**config.mk**
```make
export PLATFORM = sky130hd
export DESIGN_NAME = guard_timer
export DESIGN_NICKNAME = d
export VERILOG_FILES = /design/src/rtl/guard_timer.sv
export SDC_FILE = /design/constraint.sdc
export NUM_CORES = 1
export LEC_CHECK = 0
export BUFFER_PORTS_ARGS = -buffer_cell sky130_fd_sc_hd__buf_2
export CORE_ASPECT_RATIO = 1.75
export CORE_MARGIN = 1
export CORE_UTILIZATION = 35
export DETAILED_ROUTE_END_ITERATION = 10
export PLACE_DENSITY = 0.68
export SYNTH_ARGS = -nofsm -noshare
export SYNTH_HDL_FRONTEND = slang
export SYNTH_SLANG_ARGS = --single-unit
```
**constraint.sdc**
```tcl
create_clock -name clk -period 7.8 [get_ports clk]
set_input_delay 1.17 -clock clk [delete_from_list [all_inputs] [get_ports clk]]
set_output_delay 1.17 -clock clk [all_outputs]
set_load 0.05 [all_outputs]
```
**src/rtl/guard_timer.sv**
```systemverilog
module guard_timer #(
  parameter int TAP0 = 32768,
  parameter int TAP1 = 8192,
  parameter int TAP2 = 512,
  parameter int TAP3 = 64,
  parameter logic [7:0] WR_KEY = 8'h5A,
  parameter logic [7:0] RD_KEY = 8'h69
) (
  input  logic        clk,
  input  logic        rst_n,
  input  logic        wr_en,
  input  logic [15:0] wr_data,
  output logic [15:0] rd_data,
  input  logic        tick_fast,
  input  logic        tick_slow,
  input  logic        irq_en,
  input  logic        irq_ack,
  input  logic        flag_clr,
  output logic        flag,
  output logic        irq,
  output logic        rst_req
);
  localparam int CNT_W = $clog2(TAP0);
  localparam logic [7:0] CTRL_MASK = 8'h97;

  logic [7:0]       ctrl;
  logic [CNT_W-1:0] cnt;
  logic [CNT_W:0]   lim;
  logic key_ok, bad_wr, clr_now, tick_sel, run, expire;

  assign key_ok   = wr_en && (wr_data[15:8] == WR_KEY);
  assign bad_wr   = wr_en && (wr_data[15:8] != WR_KEY);
  assign clr_now  = key_ok && wr_data[3];
  assign tick_sel = ctrl[2] ? tick_slow : tick_fast;
  assign run      = tick_sel && !ctrl[7];

  always_comb begin
    case (ctrl[1:0])
      2'b00:   lim = (CNT_W+1)'(TAP0);
      2'b01:   lim = (CNT_W+1)'(TAP1);
      2'b10:   lim = (CNT_W+1)'(TAP2);
      default: lim = (CNT_W+1)'(TAP3);
    endcase
  end

  assign expire  = run && !clr_now && ({1'b0, cnt} >= lim - 1'b1);
  assign rd_data = {RD_KEY, ctrl};
  assign irq     = flag && irq_en;

  always_ff @(posedge clk or negedge rst_n) begin
    if (!rst_n) begin
      ctrl    <= '0;
      cnt     <= '0;
      flag    <= 1'b0;
      rst_req <= 1'b0;
    end else begin
      rst_req <= bad_wr || (expire && !ctrl[4]);
      if (key_ok) ctrl <= wr_data[7:0] & CTRL_MASK;
      if (clr_now)     cnt <= '0;
      else if (expire) cnt <= '0;
      else if (run)    cnt <= cnt + 1'b1;
      if (expire && ctrl[4])        flag <= 1'b1;
      else if (flag_clr || irq_ack) flag <= 1'b0;
    end
  end

  AST_BADKEY_RESET: assert property (@(posedge clk) disable iff (!rst_n) bad_wr |=> rst_req);
  AST_BADKEY_KEEP: assert property (@(posedge clk) disable iff (!rst_n) (bad_wr && !key_ok) |=> $stable(rd_data));
  AST_CLR_RESTART: assert property (@(posedge clk) disable iff (!rst_n) clr_now |=> (cnt == '0));
  AST_HOLD_FREEZE: assert property (@(posedge clk) disable iff (!rst_n) (ctrl[7] && !wr_en) |=> $stable(cnt));
  AST_WDOG_NOFLAG: assert property (@(posedge clk) disable iff (!rst_n) (!ctrl[4] && !flag) |=> !flag);
  AST_FLAG_STICKY: assert property (@(posedge clk) disable iff (!rst_n) (flag && !flag_clr && !irq_ack) |=> flag);
endmodule

```
## Word level (Yosys, flattened, before mapping)

Cells that the tools add are included.

| word-level totals | value |
|---|---|
| output and inout port bits | 19 |
| register bits after elaboration | 22 |
| input port bits | 24 |
| logic and storage cells | 35 |

| operators by class | value |
|---|---|
| magnitude comparators | 1 |
| reduce and logical (&&, ||, !) cells | 17 |
| equal/unequal tests | 4 |
| add/sub/neg operators | 2 |
| muxes and demuxes | 7 |

Operators with widths:

| kind | count |
|---|---|
| 16-bit case mux with 3 select lines | 1 |
| 15-bit two-way mux | 3 |
| 15-bit by 16-bit >= comparator with 1-bit output | 1 |
| 16-bit by 1-bit subtractor with 16-bit output (second input constant) | 1 |
| 15-bit by 1-bit adder with 15-bit output (second input constant) | 1 |
| 1-bit logical AND | 9 |
| 8-bit by 7-bit equality test with 1-bit output (second input constant) | 1 |
| 8-bit by 7-bit != test with 1-bit output (second input constant) | 1 |
| 1-bit logical NOT | 3 |
| 1-bit two-way mux | 3 |
| 3-bit nonzero test | 1 |
| 2-bit by 1-bit equality test with 1-bit output (second input constant) | 1 |
| 2-bit equality test (second input constant) | 1 |
| 2-bit logical NOT | 1 |
| 1-bit logical OR | 2 |
| 2-bit nonzero test | 1 |

## Longest topological paths before layout

Gate-level depths: netlist of the first run.

| depth | value |
|---|---|
| depth after elaboration | 8 |
| gate-level depth with buffers | 10 |
| gate-level depth less buffers | 8 |

## Least setup slack after synthesis of the first run

No wires, ideal clock.

| path | value |
|---|---|
| path kind | input -> output |
| start | in irq_en |
| end | out irq |
| stages on the path | 1 |
| path buffers | 0 |
| required time | 6.630 ns |
| arrival | 1.577 ns |
| slack | 5.053 ns |
| path through | and2_1 |

| on the way | value |
|---|---|
| cells in the longest elaborated chain, start to end | 1 |

RTL lines:

| item | line | RTL |
|---|---|---|
| from (decl) | 16 | `input logic irq_en,` |
| 1-bit logical AND | 48 | `assign irq = flag && irq_en;` |
| to (decl) | 20 | `output logic irq,` |

No other way between the ends.

## Worst setup path in the final report of the first run

| path | value |
|---|---|
| start | in wr_data[8] |
| end | reg cnt[5] |

| on the way | value |
|---|---|
| cells in the longest elaborated chain, start to end | 8 |
| elaborated cells on any way between the ends | 9 |
| those cells by class | eq/ne (1); mux (2); reduce/logical (6) |

RTL lines:

| item | line | RTL |
|---|---|---|
| from (decl) | 12 | `input logic [15:0] wr_data,` |
| 8-bit by 7-bit equality test with 1-bit output * | 31 | `assign key_ok = wr_en && (wr_data[15:8] == WR_KEY);` |
| 1-bit logical AND * | 31 |  |
| 1-bit logical AND * | 33 | `assign clr_now = key_ok && wr_data[3];` |
| 1-bit logical NOT | 46 | `assign expire = run && !clr_now && ({1'b0, cnt} >= lim - 1'b1);` |
| 1-bit logical AND (2 in a row) | 46 |  |
| 15-bit two-way mux | 60 | `else if (expire) cnt <= '0;` |
| 15-bit two-way mux | 59 | `if (clr_now) cnt <= '0;` |
| to (signal assigned) | 61 | `else if (run) cnt <= cnt + 1'b1;` |
| to (decl) | 27 | `logic [CNT_W-1:0] cnt;` |

Mark *: on every way between the ends. The rest lies on a longest branch, timed or not.
A chain may end at the register's enable or synchronous reset.

==> flow_summary.json, run 1 <==
{
  "htree_levels": 1,
  "synthesis.area_um2": 1460,
  "io_pins": 43,
  "critPathMaxFanout": 18,
  "yosysSeqAreaShare": 0.377,
  "synth.ff_latch_count": 22,
  "die_area_um2": 4440,
  "grt_setup_unrepaired": "false",
  "yosys_warnings": 0,
  "grt-ovfl-total": 0,
  "synth_cell_types": 41,
  "crit_type": "input pin to flop",
  "numPortBuffers": 29,
  "cp_slowest_stage_delay_ps": 530,
  "die_h_um": 87.4,
  "dp_slack_ps": 4580,
  "antenna_cells": 0,
  "grt_first_pass_wirelength_um": 4870,
  "insertion_delay_ps": 260,
  "max_freq_mhz": 347,
  "ys_async_sr_fraction": 1.00,
  "yosys-top-cells-count": "dfrtp_1, buf_4, a21o_1, nand2_1, o21ai_0",
  "cap_violations": 0,
  "ant_nets": 0,
  "cts_buffers": 3,
  "clock_sinks": 22,
  "synth_top_area_frac": 0.377,
  "place_congestion": 0.786,
  "cts-resized-gates": 0,
  "drt_iter0_drc": 15,
  "finClkSkew_ps": 2.36,
  "avgSynthCellArea_um2": 9.92,
  "cts.path.max_buffers": 2,
  "areaGrowthSynthToFinish_pct": 13.3,
  "antenna_found_initial": 0,
  "rows": 30,
  "cpMaxStageDelayCell": "or3_1",
  "finalSetupTns_ps": 0,
  "finalWirelength_um": 2780,
  "postCtsHoldBufs": 0,
  "cts_tree": "done",
  "dp_hpwl_um": 2050,
  "crit_family": "simple AND/OR/NAND/NOR gates",
  "grt_pass1_vias": 1153,
  "multi_input_area_um2": 803,
  "status": "finished clean",
  "cts_root_buf": "clkbuf_8",
  "finalCriticalPeriod_ps": 2880,
  "critPathRequiredTime_ps": 7960,
  "grt_use_total": 0.142,
  "core_um2": 3940,
  "path_common_cell": "o21ai_0",
  "endpoint_kind": "flop",
  "n_fill_cell": 405,
  "drive_gt1_frac": 0.301,
  "synth.most_common_cell": "dfrtp_1",
  "route.vias.total": 1172,
  "synth_cells": 147,
  "hold_class": "flop to flop",
  "nets": 205,
  "crit_buf_inv": 1,
  "yosysTopAreaCell": "dfrtp_1",
  "viasPerCell": 5.30,
  "setup_ws_ps": 4920,
  "remaining_drc_errors": 0,
  "grt_max_degree": 23,
  "hold_viol_final": 0,
  "post_cts_buffers": 0,
  "wl_per_cell_um": 12.6,
  "cp_data_arrival_time_ps": 3040,
  "setup_violations": 0,
  "drt_pre_antenna_iters": 4,
  "start_util": 0.370,
  "die_x_um": 50.8,
  "startpoint_type": "input pin",
  "ir_drop_uv": 96.7,
  "crit_chain": "buf_2 > and4bb_2 > nand3_2 > o21ai_0 > or3_1 > o21ai_0 > a21o_1",
  "clkSlewWorstSetupHoldPaths_ps": 80,
  "synth_edf_count": 0,
  "p_leak_nw": 0.901,
  "synth.area.top_cells": "dfrtp_1, ha_1, buf_4",
  "slew_violations": 0,
  "p_per_area_nw_per_um2": 173,
  "register_area_um2": 551,
  "worst_pin_slew_ps": 568,
  "fin_crit_sh": 0.370,
  "relSlewSlack": 0.619,
  "ys.flop_type": "dfrtp_1",
  "r2r_setup_slack_ps": 4930
}
layout by cell type (no fill, tap or decap), drive strengths merged, types with 2 or more instances in the layout:
cell / n
mux2: 5
a21o: 9
a41oi: 4
inv: 4
a21oi: 2
and3: 8
o21ai: 9
nor4: 2
or2: 2
clkbuf: 3
a31oi: 6
dfrtp: 22
a22o: 2
nor2: 8
buf: 30
and4bb: 2
ha: 7
and2: 2
nand4: 2
mux2i: 3
nor3b: 5
nand3: 3
o211ai: 2
conb: 11
nand2: 9
a31o: 2
sequential cells by signal, summed over array words and instances, names as in the netlist:
register  flops
ctrl          5
cnt          15
flag          1
rst_req       1
layer usage:
metal	part of all wire	global-route usage
met1	0.40	0.142
met2	0.56	0.284
met3	0.024	0.0122
met4	0.017	0.0606
met5	0	0
layout make-up:
cell class                      count  area share
Clock buffer                        3      0.0250
Sequential cell                    22       0.333
Tap cell                           48      0.0363
Inverter                            4     0.00908
Timing Repair Buffer               30      0.0924
Multi-Input combinational cell    113       0.486
Clock inverter                      1      0.0182
cells by family (layout without fill, tap and decap cells):
group | Yosys count | in the layout | synth area share
buffers and inverters | 21 | 38 | 0.0952
adders and majority gates | 7 | 7 | 0.0600
AOI/OAI and AO/OA | 40 | 40 | 0.208
and+or+nand+nor | 47 | 47 | 0.196
muxes | 8 | 8 | 0.0592
DFF | 22 | 22 | 0.377
other | 2 | 11 | 0.00515
metrics by stage:
stage                     power [W]   util  cells  hold slack [ps]  cell area [um2]
after floorplan            0.000175      -    156              473             1490
after detailed placement   0.000184  0.401    217              501             1580
final                      0.000286  0.419    221              514             1650
after CTS                  0.000291  0.419    221              523             1650
after global placement     0.000183  0.401    217              502             1580
after global routing       0.000299  0.419    221              555             1650
path summary, 6_finish.rpt:
kind                             from  depth (start not counted)      end
max                        wr_data[8]                          7   cnt[5]
min                              flag                          1     flag
max reg2reg                   ctrl[1]                          8  cnt[10]
min reg2reg                      flag                          1     flag
max in group asynchronous       rst_n                          1   cnt[6]
min in group asynchronous       rst_n                          1  rst_req
report_power, final:
| group | switching [W] | internal, W | total, W |
|---|---|---|---|
| sequential | 0.00000936 | 0.000122 | 0.000131 |
| combinational | 0.0000328 | 0.0000172 | 0.0000499 |
| clock | 0.0000367 | 0.0000685 | 0.000105 |
Power figures use the tool's default switching activity.
==> run 2: changes to the inputs <==
--- a/config.mk
+++ b/config.mk
@@ -10,7 +10,7 @@
 export CORE_MARGIN = 1
 export CORE_UTILIZATION = 35
 export DETAILED_ROUTE_END_ITERATION = 10
-export PLACE_DENSITY = 0.68
+export PLACE_DENSITY = 0.7
 export SYNTH_ARGS = -nofsm -noshare
 export SYNTH_HDL_FRONTEND = slang
 export SYNTH_SLANG_ARGS = --single-unit
==> constraint.sdc (replaced) <==
create_clock -name clk -period 2.3 [get_ports clk]
set_input_delay 0.345 -clock clk [delete_from_list [all_inputs] [get_ports clk]]
set_output_delay 0.345 -clock clk [all_outputs]
set_load 0.05 [all_outputs]
==> flow_summary.json, run 2 (synthesis results as in run 1) <==
{
  "status": "finished, violations left",
  "violations": "negative setup slack",
  "max_freq_mhz": 428,
  "worst_pin_slew_ps": 509,
  "grt-ovfl-total": 0,
  "areaGrowthSynthToFinish_pct": 28.6,
  "clkSlewWorstSetupHoldPaths_ps": 80,
  "die_area_um2": 4440,
  "insertion_delay_ps": 270,
  "rr_startpoint": "ctrl[0]",
  "antenna_cells": 0,
  "drt_pre_antenna_iters": 4,
  "switchingPower_w": 0.000288,
  "route.vias.total": 1244,
  "fin_area_um2": 1880,
  "cts_buffers": 3,
  "postPlaceCellArea_um2": 1700,
  "reg_top3": "cnt: 15 flops, ctrl: 5 flops",
  "rows": 30,
  "relSlewSlack": 0.660,
  "critPathRequiredTime_ps": 2490,
  "grt_first_pass_wirelength_um": 5330,
  "grt_use_total": 0.159,
  "place_congestion": 0.727,
  "grt_setup_unrepaired": "true",
  "hold_class": "input pin to asynchronous set/reset pin",
  "top_layer": "met4",
  "finalPower_w": 0.000936,
  "setup_violations": 6,
  "ant_nets": 0,
  "start_util": 0.370,
  "finalCriticalPeriod_ps": 2340,
  "clock_sinks": 22,
  "mostFrequentLayoutCells": "buf_2, dfrtp_1, buf_4, conb_1",
  "core_um2": 3940,
  "regMostFlops": "cnt",
  "largest_reg_flops": 15,
  "cap_violations": 0,
  "critPathMaxFanout": 18,
  "remaining_drc_errors": 0,
  "die_x_um": 50.8,
  "slew_violations": 0,
  "seq_power_share": 0.479,
  "p_per_area_nw_per_um2": 499,
  "endpoint": "cnt[13]",
  "grt_max_degree": 23,
  "r2r_setup_slack_ps": -40,
  "cts_root_buf": "clkbuf_8",
  "viasPerCell": 5.27,
  "grt_pass1_vias": 1239,
  "finalSetupTns_ps": -116,
  "dp_hpwl_um": 2200,
  "cts.path.max_buffers": 2,
  "rr_endpoint": "cnt[13]",
  "startpoint_type": "flop",
  "io_pins": 43,
  "antenna_found_initial": 0,
  "crit_type": "flop to flop",
  "power_frac_comb": 0.218,
  "p_leak_nw": 0.978,
  "met3WireLength_um": 75,
  "numPortBuffers": 29,
  "n_fill_cell": 374,
  "drt_iter0_drc": 14,
  "die_h_um": 87.4,
  "pwr-share-clk": 0.303,
  "dp_slack_ps": -61.1,
  "met1Wirelength_um": 1250,
  "finClkSkew_ps": 1.28,
  "ir_drop_uv": 523,
  "fin_crit_sh": 1.02,
  "htree_levels": 1,
  "reg2reg_depth": 9,
  "internal_power_w": 0.000647,
  "endpoint_kind": "flop",
  "final_common_cell": "buf_2",
  "switching_share": 0.308,
  "nets": 220,
  "setup_ws_ps": -35.1,
  "cp_data_arrival_time_ps": 2520,
  "wl_met2_um": 1750,
  "finalWirelength_um": 3170,
  "drive_gt1_frac": 0.426,
  "setup.worst_path.start": "ctrl[0]",
  "cts_tree": "done",
  "wl_per_cell_um": 13.4,
  "hold_viol_final": 0
}
-- run 2: cell type report --
type                       instances  area (um2)  share of cell area
clock buffer                       4        55.1              0.0293
inverter                           4        15.0             0.00800
multi-input combinational        113         896               0.477
sequential                        22         553               0.295
tap                               48        60.1              0.0320
timing repair buffer              45         298               0.159
-- run 2: power groups by stage --
stage	clock network [W]	registers, W	logic [W]
after detailed placement	0	0.000453	0.000187
after floorplan	0	0.000464	0.000136
after global routing	0.000304	0.000453	0.000223
final	0.000283	0.000448	0.000204
after global placement	0	0.000451	0.000183
after CTS	0.000293	0.000448	0.000198
-- run 2: through the flow --
step	hold slack (ps)	util	instances
after detailed placement	354	0.431	227
final	39.3	0.476	236
after floorplan	49.4	-	156
after CTS	54.9	0.464	235
after global routing	80.8	0.476	236
after global placement	344	0.431	227
-- run 2: timing repair --
| item | CTS | global route |
|---|---|---|
| resized for setup | 5 | 7 |
| setup buffers | 4 | 2 |
| endpoints found under the hold margin | 0 | 0 |
| pin swaps | 0 | 5 |
| endpoints found under the setup margin | 10 | 16 |
| hold buffers | 0 | 0 |
-- run 2: how the worst min path moves through the flow --
stage              end  start  cells after the start
5_1_grt        rst_req  rst_n                      1
3_5_place_dp   ctrl[4]  rst_n                      1
2_1_floorplan   cnt[0]  rst_n                      0
4_1_cts        ctrl[4]  rst_n                      1
6_report       rst_req  rst_n                      1
3_3_place_gp   rst_req  rst_n                      1
-- run 2: metal layers --
| metal | GRT usage | vias to the layer above |
|---|---|---|
| met2 | 0.298 | 31 |
| met3 | 0.0175 | 9 |
| met5 | 0 | - |
| li1 | - | 605 |
| met1 | 0.159 | 599 |
| met4 | 0.106 | 0 |
-- run 2: critical path, stage by stage, from the launching register on --
cell and delay (ps):
dfrtp_2 430, or2_4 260, ha_4 220, and3_4 170
nand4_1 150, o211ai_1 150, or3_1 350, buf_8 170
a31o_4 200, a31oi_1 140
